==> config.mk <==
export PLATFORM = sky130hd
export DESIGN_NAME = nested_sqrt_pipe
export DESIGN_NICKNAME = d
export VERILOG_FILES = /design/src/rtl/nsq_pkg.sv /design/src/rtl/nsq_sqrt_pipe.sv /design/src/rtl/nsq_delay.sv /design/src/rtl/nested_sqrt_pipe.sv
export SDC_FILE = /design/constraint.sdc
export NUM_CORES = 1
export LEC_CHECK = 0
export BUFFER_PORTS_ARGS = -buffer_cell sky130_fd_sc_hd__buf_2
export CAP_MARGIN = 25
export CORE_MARGIN = 1.5
export CORE_UTILIZATION = 40
export CTS_CLUSTER_DIAMETER = 30
export DETAILED_ROUTE_END_ITERATION = 10
export SYNTH_ARGS = -nofsm -noshare
export SYNTH_HDL_FRONTEND = slang
export SYNTH_SLANG_ARGS = --single-unit
==> constraint.sdc <==
create_clock -name clk -period 30 [get_ports clk]
set_clock_uncertainty 0.1 [all_clocks]
set_input_delay 6 -clock clk [delete_from_list [all_inputs] [get_ports clk]]
set_output_delay 6 -clock clk [all_outputs]
set_load 0.02 [all_outputs]
==> src/rtl/nsq_pkg.sv <==
package nsq_pkg;

   // Width of floor(sqrt(x)) for an x of rad_w bits.
   function automatic int root_w(input int rad_w);
      return (rad_w + 1) / 2;
   endfunction

   // Result bits each stage resolves when res_w bits are spread over stages.
   function automatic int bits_per_stage(input int res_w, input int stages);
      return (res_w + stages - 1) / stages;
   endfunction

endpackage

==> src/rtl/nsq_sqrt_pipe.sv <==
module nsq_sqrt_pipe
   import nsq_pkg::*;
#(
   parameter int RAD_W = 16,
   parameter int STAGES = 4,
   localparam int RES_W = (RAD_W + 1) / 2
) (
   input  logic             clk,
   input  logic             rst_n,
   input  logic             adv,
   input  logic             in_vld,
   input  logic [RAD_W-1:0] in_rad,
   output logic             out_vld,
   output logic [RES_W-1:0] out_root
);

   localparam int BPS  = bits_per_stage(root_w(RAD_W), STAGES);
   localparam int SQ_W = RAD_W + 2;

   if (STAGES < 1) begin : g_bad_stages
      $error("nsq_sqrt_pipe: STAGES must be at least 1");
   end
   if (RAD_W < 2) begin : g_bad_width
      $error("nsq_sqrt_pipe: RAD_W must be at least 2");
   end

   // Inputs of each stage.
   logic [RAD_W-1:0] x_i  [STAGES];
   logic [RES_W-1:0] q_i  [STAGES];
   logic [SQ_W-1:0]  sq_i [STAGES];
   logic             v_i  [STAGES];

   for (genvar g = 0; g < STAGES; g++) begin : g_st
      logic [RES_W-1:0] q_nx;
      logic [SQ_W-1:0]  sq_nx;
      logic [RES_W-1:0] q_q;
      logic             v_q;

      if (g == 0) begin : g_head
         assign x_i[g]  = in_rad;
         assign q_i[g]  = '0;
         assign sq_i[g] = '0;
         assign v_i[g]  = in_vld;
      end else begin : g_link
         assign x_i[g]  = g_st[g-1].g_carry.x_q;
         assign q_i[g]  = g_st[g-1].q_q;
         assign sq_i[g] = g_st[g-1].g_carry.sq_q;
         assign v_i[g]  = g_st[g-1].v_q;
      end

      // Restoring trial per bit: (q + 2^b)^2 = q^2 + q*2^(b+1) + 2^(2b).
      always_comb begin
         int               bi;
         logic [SQ_W-1:0]  trial;
         q_nx  = q_i[g];
         sq_nx = sq_i[g];
         trial = '0;
         for (int k = 0; k < BPS; k++) begin
            bi = RES_W - 1 - (g * BPS + k);
            if (bi >= 0) begin
               trial = sq_nx + (SQ_W'(q_nx) << (bi + 1)) + (SQ_W'(1) << (2 * bi));
               if (trial <= SQ_W'(x_i[g])) begin
                  q_nx[bi] = 1'b1;
                  sq_nx    = trial;
               end
            end
         end
      end

      always_ff @(posedge clk or negedge rst_n) begin
         if (!rst_n)   v_q <= 1'b0;
         else if (adv) v_q <= v_i[g];
      end

      always_ff @(posedge clk) begin
         if (adv) q_q <= q_nx;
      end

      if (g < STAGES - 1) begin : g_carry
         logic [RAD_W-1:0] x_q;
         logic [SQ_W-1:0]  sq_q;
         always_ff @(posedge clk) begin
            if (adv) begin
               x_q  <= x_i[g];
               sq_q <= sq_nx;
            end
         end
      end
   end

   assign out_vld  = g_st[STAGES-1].v_q;
   assign out_root = g_st[STAGES-1].q_q;

endmodule

==> src/rtl/nsq_delay.sv <==
module nsq_delay #(
   parameter int W = 16,
   parameter int DEPTH = 4
) (
   input  logic         clk,
   input  logic         rst_n,
   input  logic         adv,
   input  logic         in_vld,
   input  logic [W-1:0] in_data,
   output logic         out_vld,
   output logic [W-1:0] out_data
);

   if (DEPTH < 0) begin : g_bad_depth
      $error("nsq_delay: DEPTH must not be negative");
   end

   if (DEPTH == 0) begin : g_wire
      assign out_vld  = in_vld;
      assign out_data = in_data;
   end else begin : g_shift
      logic [W-1:0] d_r [DEPTH];
      logic         v_r [DEPTH];

      always_ff @(posedge clk or negedge rst_n) begin
         if (!rst_n) begin
            for (int i = 0; i < DEPTH; i++) v_r[i] <= 1'b0;
         end else if (adv) begin
            v_r[0] <= in_vld;
            for (int i = 1; i < DEPTH; i++) v_r[i] <= v_r[i-1];
         end
      end

      always_ff @(posedge clk) begin
         if (adv) begin
            d_r[0] <= in_data;
            for (int i = 1; i < DEPTH; i++) d_r[i] <= d_r[i-1];
         end
      end

      assign out_vld  = v_r[DEPTH-1];
      assign out_data = d_r[DEPTH-1];
   end

endmodule

==> src/rtl/nested_sqrt_pipe.sv <==
module nested_sqrt_pipe
   import nsq_pkg::*;
#(
   parameter int W = 16,
   parameter int N = 4,
   localparam int OW = (W + 2) / 2
) (
   input  logic          clk,
   input  logic          rst_n,
   input  logic          in_vld,
   output logic          in_rdy,
   input  logic [W-1:0]  in_a,
   input  logic [W-1:0]  in_b,
   input  logic [W-1:0]  in_c,
   output logic          out_vld,
   input  logic          out_rdy,
   output logic [OW-1:0] out_root
);

   localparam int R1W = root_w(W);
   localparam int S1W = W + 1;
   localparam int R2W = root_w(S1W);
   localparam int S2W = W + 1;
   localparam int A_DEPTH = 2 * N + 1;

   if (W < 4) begin : g_bad_w
      $error("nested_sqrt_pipe: W must be at least 4");
   end
   if (N < 1 || N > R1W) begin : g_bad_n
      $error("nested_sqrt_pipe: N must lie between 1 and the root width of C");
   end
   if (root_w(S2W) != OW) begin : g_bad_ow
      $error("nested_sqrt_pipe: output width mismatch");
   end

   // Global advance: every register moves together or not at all.
   logic adv;
   assign adv    = !out_vld || out_rdy;
   assign in_rdy = adv;

   // Stage 1: sqrt(C) alongside B delayed by N.
   logic           v1, vb;
   logic [R1W-1:0] r1;
   logic [W-1:0]   b_d;

   nsq_sqrt_pipe #(.RAD_W(W), .STAGES(N)) u_root_c (
      .clk(clk), .rst_n(rst_n), .adv(adv),
      .in_vld(in_vld), .in_rad(in_c),
      .out_vld(v1), .out_root(r1)
   );

   nsq_delay #(.W(W), .DEPTH(N)) u_dly_b (
      .clk(clk), .rst_n(rst_n), .adv(adv),
      .in_vld(in_vld), .in_data(in_b),
      .out_vld(vb), .out_data(b_d)
   );

   // Register stage between the first and second root units.
   logic [S1W-1:0] sum1, s1_q;
   logic           s1_v;
   assign sum1 = {1'b0, b_d} + S1W'(r1);

   always_ff @(posedge clk or negedge rst_n) begin
      if (!rst_n)   s1_v <= 1'b0;
      else if (adv) s1_v <= v1 && vb;
   end

   always_ff @(posedge clk) begin
      if (adv) s1_q <= sum1;
   end

   // Stage 2: sqrt(B + sqrt(C)) alongside A delayed by 2N+1.
   logic           v2, va;
   logic [R2W-1:0] r2;
   logic [W-1:0]   a_d;

   nsq_sqrt_pipe #(.RAD_W(S1W), .STAGES(N)) u_root_mid (
      .clk(clk), .rst_n(rst_n), .adv(adv),
      .in_vld(s1_v), .in_rad(s1_q),
      .out_vld(v2), .out_root(r2)
   );

   nsq_delay #(.W(W), .DEPTH(A_DEPTH)) u_dly_a (
      .clk(clk), .rst_n(rst_n), .adv(adv),
      .in_vld(in_vld), .in_data(in_a),
      .out_vld(va), .out_data(a_d)
   );

   // Stage 3: outer root, feeding the output directly.
   logic [S2W-1:0] sum2;
   assign sum2 = {1'b0, a_d} + S2W'(r2);

   nsq_sqrt_pipe #(.RAD_W(S2W), .STAGES(N)) u_root_out (
      .clk(clk), .rst_n(rst_n), .adv(adv),
      .in_vld(v2 && va), .in_rad(sum2),
      .out_vld(out_vld), .out_root(out_root)
   );

endmodule

==> summary.txt, run 1 <==
Run status
  • Outcome: complete, no violations

Route
  • Via/cell ratio: ~5.3
  • Via count: between 15000 and 20000
  • Antenna-violating nets left: 0
  • Initial DRC Count: about 1300
  • DRC errors left: 0
  • Routed wire length: about 60 mm
  • DR WL/cell: 17.4 um
  • First-pass DRT Iterations: 8

Place
  • Final HPWL DP: 45.1 mm
  • Port Buf Inserts: 62
  • Gpl congestion: roughly 0.9
  • Post-Place Cell Area: just under 0.03 mm^2

Setup path
  • Worst Path Required: roughly 24 ns
  • Capturing point of the worst reg2reg path: u_root_mid.g_st[2].q_q[0]
  • Crit path cell chain: buf_2, nand2b_4, buf_2
  • Crit path max fanout: 59
  • Setup CP Type: in2out
  • Slowest cell on the critical path: nand2b_4
  • R2R Setup Slk: about 17 ns
  • CP Buf/Inv Count: 2
  • Setup crit end kind: output pin
  • CP startpoint kind: input pin
  • Crit path largest cell delay: about 0.60 ns
  • Crit Reg-Reg Startpoint: u_root_mid.g_st[1].q_q[3]
  • Worst path arrival time: 6.99 ns
  • Cell family with most CP delay: simple AND/OR/NAND/NOR gates
  • Critical Path Start: out_rdy
  • Crit-path most repeated cell: buf_2
  • Reg2reg path depth: 55

Timing
  • Setup Viol. Count Final: 0
  • RSZ-0062 raised after global routing: no
  • Final hold vios: 0
  • Achievable Freq: 0.0764 GHz
  • Worst Max-Slew Pin Slew: 1.02 ns
  • Fin crit share: 0.436
  • Final Max Slew Viols: 0
  • Setup_tns: 0 ns
  • Final min period: about 13 ns
  • Relative slew margins: 0.321

Hold path
  • Hold Crit Endpoint: u_dly_a.g_shift.d_r[0][108]
  • Hold-critical path depth: 0
  • Min-delay worst type: reg2reg
  • Min-Delay Startpoint: u_dly_a.g_shift.d_r[0][92]

Clocking
  • TritonCTS Buffers: 102
  • Root buf cell: clkbuf_16
  • Buffer count from post-CTS setup fixing: 0
  • H-tree depth: 3
  • CTS Sinks: slightly below 500
  • Clock Pin Slew Worst Setup and Hold Paths: approximately 0.06 ns
  • Insertion delay to the later sink of the worst-skew pair: ~0.64 ns
  • Post-CTS sizing: 0
  • Post-CTS Hold Fix Bufs: 0
  • TritonCTS clock tree: yes
  • Max Root-Sink Buffers: 3

Yosys
  • Top cells by area, synth: edfxtp_1, ha_1, xnor2_1
  • YS warnings: 0
  • Distinct cells, synth: a little over 100
  • Synth area leader: edfxtp_1
  • Syn Area/Cell: 11.8 um^2
  • Post-synth top cells: edfxtp_1, ha_1, nand2_1
  • Post-synth top area share: 0.511
  • Mapped Area: about 0.028 mm^2
  • Cells after Synth: ~2400
  • EDFF count, synth: approximately 470
  • Seq/Total Area, Yosys: 0.523
  • Count leader, synth: edfxtp_1
  • Prevailing post-synth register cell: edfxtp_1
  • Post-synth ARST share: 0.0267
  • Synth Register Bits: slightly below 500

Die
  • Initial Util: 0.405
  • Num rows: 96
  • Die Ht: approximately 270 um
  • I/O pin cnt: 63
  • Die Wd: ~270 um
  • Die Area: just over 0.07 mm^2
  • Core ar.: 0.0687 mm^2

Global routing
  • GRT Resource Usage Total: 0.172
  • Initial antenna violation count: 0
  • First-pass GRT wire length: between 90 and 100 mm
  • Global route overflow: 0
  • Vias in the first global route: roughly 19000
  • Largest net degree at the start of global routing: 191

Layout
  • Area growth syn-to-layout: 17.8%
  • Layout cell share with drive strength beyond 1: 0.129
  • Fin nets: 2813
  • Number of inserted diodes: 0
  • Finished Core Util: 0.477
  • Design area: approximately 0.033 mm^2

Job
  • Number of max-cap violations: 0
==> per-stage QoR <==
step | cells | hold WS, ns | setup slack, ns
after floorplan | 2356 | 0.300 | 4.58
after global placement | 3312 | 0.301 | 16.89
after detailed placement | 3313 | 0.305 | 16.87
after CTS | 3502 | 0.305 | 16.87
after global routing | 3504 | 0.309 | 16.03
final | 3504 | 0.304 | 16.91
==> area by class of cell <==
cell class | instances | area [um^2]
flip-flops and latches | 487 | 14600
repair buffers | 72 | 435
multi-input cells | 1681 | 12500
clock inverters | 82 | 955
inverters | 144 | 541
well taps | 931 | 1160
fillers | 6152 | 35900
clock buffers | 107 | 2590
==> routing by layer <==
layer	GRT usage	vias to the layer above	wire length, um
met5	0	-	0
met4	0.0608	0	1500
met3	0.0308	124	2930
met2	0.271	461	27200
met1	0.238	8831	29400
li1	-	9158	-
==> layout by cell type (no fill, tap or decap), types with 76 or more instances in the layout <==
cell / count
inv_1: 140
nor2_1: 132
clkbuf_16: 103
xnor2_1: 131
edfxtp_1: 474
a21o_1: 76
nand2_1: 166
a21oi_1: 128
o21ai_0: 77
ha_1: 271
==> cell families (layout without fill, tap and decap cells) <==
group	after synthesis	in the layout	synth area share
compound gates	488	488	0.119
xor+xnor	206	206	0.0648
fa+ha+maj	273	273	0.123
buf+inv	188	405	0.0270
flops	487	487	0.523
mux	57	57	0.0226
other cells	1	6	0.000135
simple gates	651	651	0.120
==> registers in the layout (all words and copies together), names as in the netlist, 18 cells and up <==
name and count:
u_root_mid.g_st.g_carry.sq_q 18, u_root_c.g_st.g_carry.sq_q 25, u_root_c.g_st.g_carry.x_q 48, u_root_out.g_st.g_carry.sq_q 18, u_dly_a.g_shift.d_r 144, u_root_out.g_st.g_carry.x_q 34, u_dly_b.g_shift.d_r 64, u_root_mid.g_st.g_carry.x_q 34
==> worst reg2reg max path: cells and delay by family, from the launching register on <==
family                     cells  cell delay [ns]
xor gates and xnor gates       3             0.65
muxes                          2             0.47
buffers and inverters          4             1.33
adders and majority gates      8             2.27
and+or+nand+nor               12             2.39
AOI/OAI and AO/OA             26             5.18
DFF                            1             0.51
==> worst max path at each step <==
stage / slack [ns] / depth (start not counted) / endpoint
2_1_floorplan: 4.58 / 2 / in_rdy
3_3_place_gp: 16.89 / 3 / in_rdy
3_5_place_dp: 16.87 / 3 / in_rdy
4_1_cts: 16.87 / 3 / in_rdy
5_1_grt: 16.03 / 55 / u_root_mid.g_st[2].q_q[0]
6_report: 16.91 / 3 / in_rdy
Power of run 1 is not shown: default switching activity piles up to over one toggle a cycle in this logic, so the estimate is an artifact.
==> inputs of run 2 (changes only) <==
clock period = 11.68 ns   (was 30 ns; I/O delays follow)
==> summary.txt, run 2 (synthesized netlist as in run 1, its figures left out) <==
Setup path
  • Crit path largest cell delay: 0.49 ns (was 0.60 ns)
  • Worst Path Required: 12.04 ns (was 23.90 ns)
  • Setup crit end kind: register (was output pin)
  • Slowest cell on the critical path: edfxtp_1 (was nand2b_4)
  • CP Buf/Inv Count: 3 (was 2)
  • CP startpoint kind: register (was input pin)
  • Worst path arrival time: 11.35 ns (was 6.99 ns)
  • Crit-path most repeated cell: ha_1 (was buf_2)
  • Setup CP Type: reg2reg (was in2out)
  • Crit path max fanout: 7 (was 59)
  • Cell family with most CP delay: compound AO/OA/AOI/OAI gates (was simple AND/OR/NAND/NOR gates)

Place
  • Gpl congestion: 0.879 (was 0.899)
  • Port Buf Inserts: 62 (unchanged)
  • Placed insts: 3341 (was 3313)
  • Final HPWL DP: 46.3 mm (was 45.1 mm)

Clocking
  • H-tree depth: 3 (unchanged)
  • TritonCTS Buffers: 94 (was 102)
  • Insertion delay to the later sink of the worst-skew pair: 0.62 ns (was 0.64 ns)
  • Post-CTS Hold Fix Bufs: 0 (unchanged)
  • TritonCTS clock tree: yes (unchanged)
  • Clock Pin Slew Worst Setup and Hold Paths: 0.05 ns (was 0.06 ns)
  • Root buf cell: clkbuf_16 (unchanged)
  • CTS Sinks: 487 (unchanged)
  • Max Root-Sink Buffers: 3 (unchanged)

Route
  • Via/cell ratio: 5.29 (was 5.30)
  • First-pass DRT Iterations: 6 (was 8)
  • Routed wire length: 61.8 mm (was 61.0 mm)
  • DR WL/cell: 17.6 um (was 17.4 um)
  • Initial DRC Count: 1292 (was 1290)
  • Via count: 18600 (about the same)
  • DRC errors left: 0 (unchanged)
  • Antenna-violating nets left: 0 (unchanged)

Die
  • Initial Util: 0.405 (unchanged)
  • Core ar.: 0.0687 mm^2 (unchanged)
  • Num rows: 96 (unchanged)
  • Die Wd: 267 um (unchanged)
  • Die Area: 0.0712 mm^2 (unchanged)
  • Die Ht: 267 um (unchanged)
  • I/O pin cnt: 63 (unchanged)

Timing
  • Relative slew margins: 0.364 (was 0.321)
  • Setup Viol. Count Final: 0 (unchanged)
  • Fin crit share: 0.941
  • Achievable Freq: ~0.09 GHz
  • Worst Max-Slew Pin Slew: 0.955 ns (was 1.02 ns)
  • Final Max Slew Viols: 0 (unchanged)
  • Final hold vios: 0 (unchanged)
  • RSZ-0062 raised after global routing: yes (was no)
  • Final min period: ~11 ns

Layout
  • Number of inserted diodes: 0 (unchanged)
  • Fin nets: 2834 (was 2813)
  • Non-filler cells, final: 3518 (was 3504)
  • Max reg flops: 144 (unchanged)
  • Most flop-heavy register: u_dly_a.g_shift.d_r (unchanged)
  • Layout cell share with drive strength beyond 1: 0.133 (was 0.129)
  • Area growth syn-to-layout: 17.5% (was 17.8%)
  • Commonest non-fill, non-tap cells in the layout: edfxtp_1, ha_1, nand2_1, inv_1, nor2_1 (unchanged)
  • Commonest non-fill, non-tap cell in the layout: edfxtp_1 (unchanged)
  • Biggest regs: u_dly_a.g_shift.d_r: 144 flops, u_dly_b.g_shift.d_r: 64 flops, u_root_c.g_st.g_carry.x_q: 48 flops (unchanged)

Global routing
  • Initial antenna violation count: 1 (was 0)
  • First-pass GRT wire length: 97.8 mm (was 98.0 mm)
  • GRT Resource Usage Total: 0.174 (was 0.172)
  • Largest net degree at the start of global routing: 176 (was 191)
  • Vias in the first global route: 18600 (was 18500)
  • Global route overflow: 0 (unchanged)

Job
  • Number of max-cap violations: 0 (unchanged)

Run status
  • Outcome: complete, no violations (unchanged)

Hold path
  • Min-delay worst type: reg2reg (unchanged)
==> run 2: cell types whose count changed in the layout (fill, tap and decap cells not counted), moves of 3 or more <==
cell | before | now
bufinv_16 | 15 | 11
o21ai_0 | 77 | 74
clkbuf_1 | 4 | 17
o21ai_2 | 0 | 4
clkbuf_16 | 103 | 95
inv_8 | 5 | 2
inv_6 | 10 | 5
clkinv_4 | 8 | 3
clkinv_2 | 17 | 12
buf_4 | 6 | 35
==> run 2: per-stage QoR <==
step           instance area [um^2]  hold WS (ns)  utilization  TNS (ns)  setup slack (ns)
4_1_cts                       32600         0.310        0.474         0             0.333
5_1_grt                       32700         0.307        0.476   -0.0924           -0.0924
2_1_floorplan                 27900         0.300            -         0             0.343
3_3_place_gp                  29400         0.301        0.428         0             0.481
3_5_place_dp                  29400         0.305        0.428         0             0.386
6_report                      32700         0.311        0.476         0             0.693
==> run 2: what timing repair did <==
| item | 4_1_cts | 5_1_grt |
|---|---|---|
| buffers inserted | 0 | 1 |
| endpoints found under the setup margin | 0 | 2 |
| resized for setup | 0 | 14 |
==> run 2: routing by layer <==
metal,wire (um),part of all wire,track usage,vias up
met5,0,0,0,-
met4,1800,0.029,0.0611,0
met3,3040,0.049,0.0340,136
met2,27700,0.45,0.274,435
met1,29300,0.47,0.238,8870
li1,-,-,-,9176
==> run 2: final timing paths <==
path,start,endpoint,slack (ns),depth (start not counted)
max reg2reg,u_root_mid.g_st[1].q_q[7],u_root_mid.g_st[2].q_q[0],0.69,54
min,u_dly_b.g_shift.d_r[2][7],u_dly_b.g_shift.d_r[3][7],0.31,0
min reg2reg,u_dly_b.g_shift.d_r[2][7],u_dly_b.g_shift.d_r[3][7],0.31,0
max in group asynchronous,rst_n,u_dly_b.out_vld,9.77,1
min in group asynchronous,rst_n,u_root_out.out_vld,1.49,1
max,u_root_mid.g_st[1].q_q[7],u_root_mid.g_st[2].q_q[0],0.69,54
==> run 2: final cells by class <==
class                           count  area [um^2]
Sequential cell                   487        14600
Tap cell                          931         1160
Clock inverter                     62          748
Clock buffer                      112         2440
Inverter                          144          541
Fill cell                        6239        36000
Timing Repair Buffer              101          646
Multi-Input combinational cell   1681        12600
Power of run 2 is left out for the same reason.
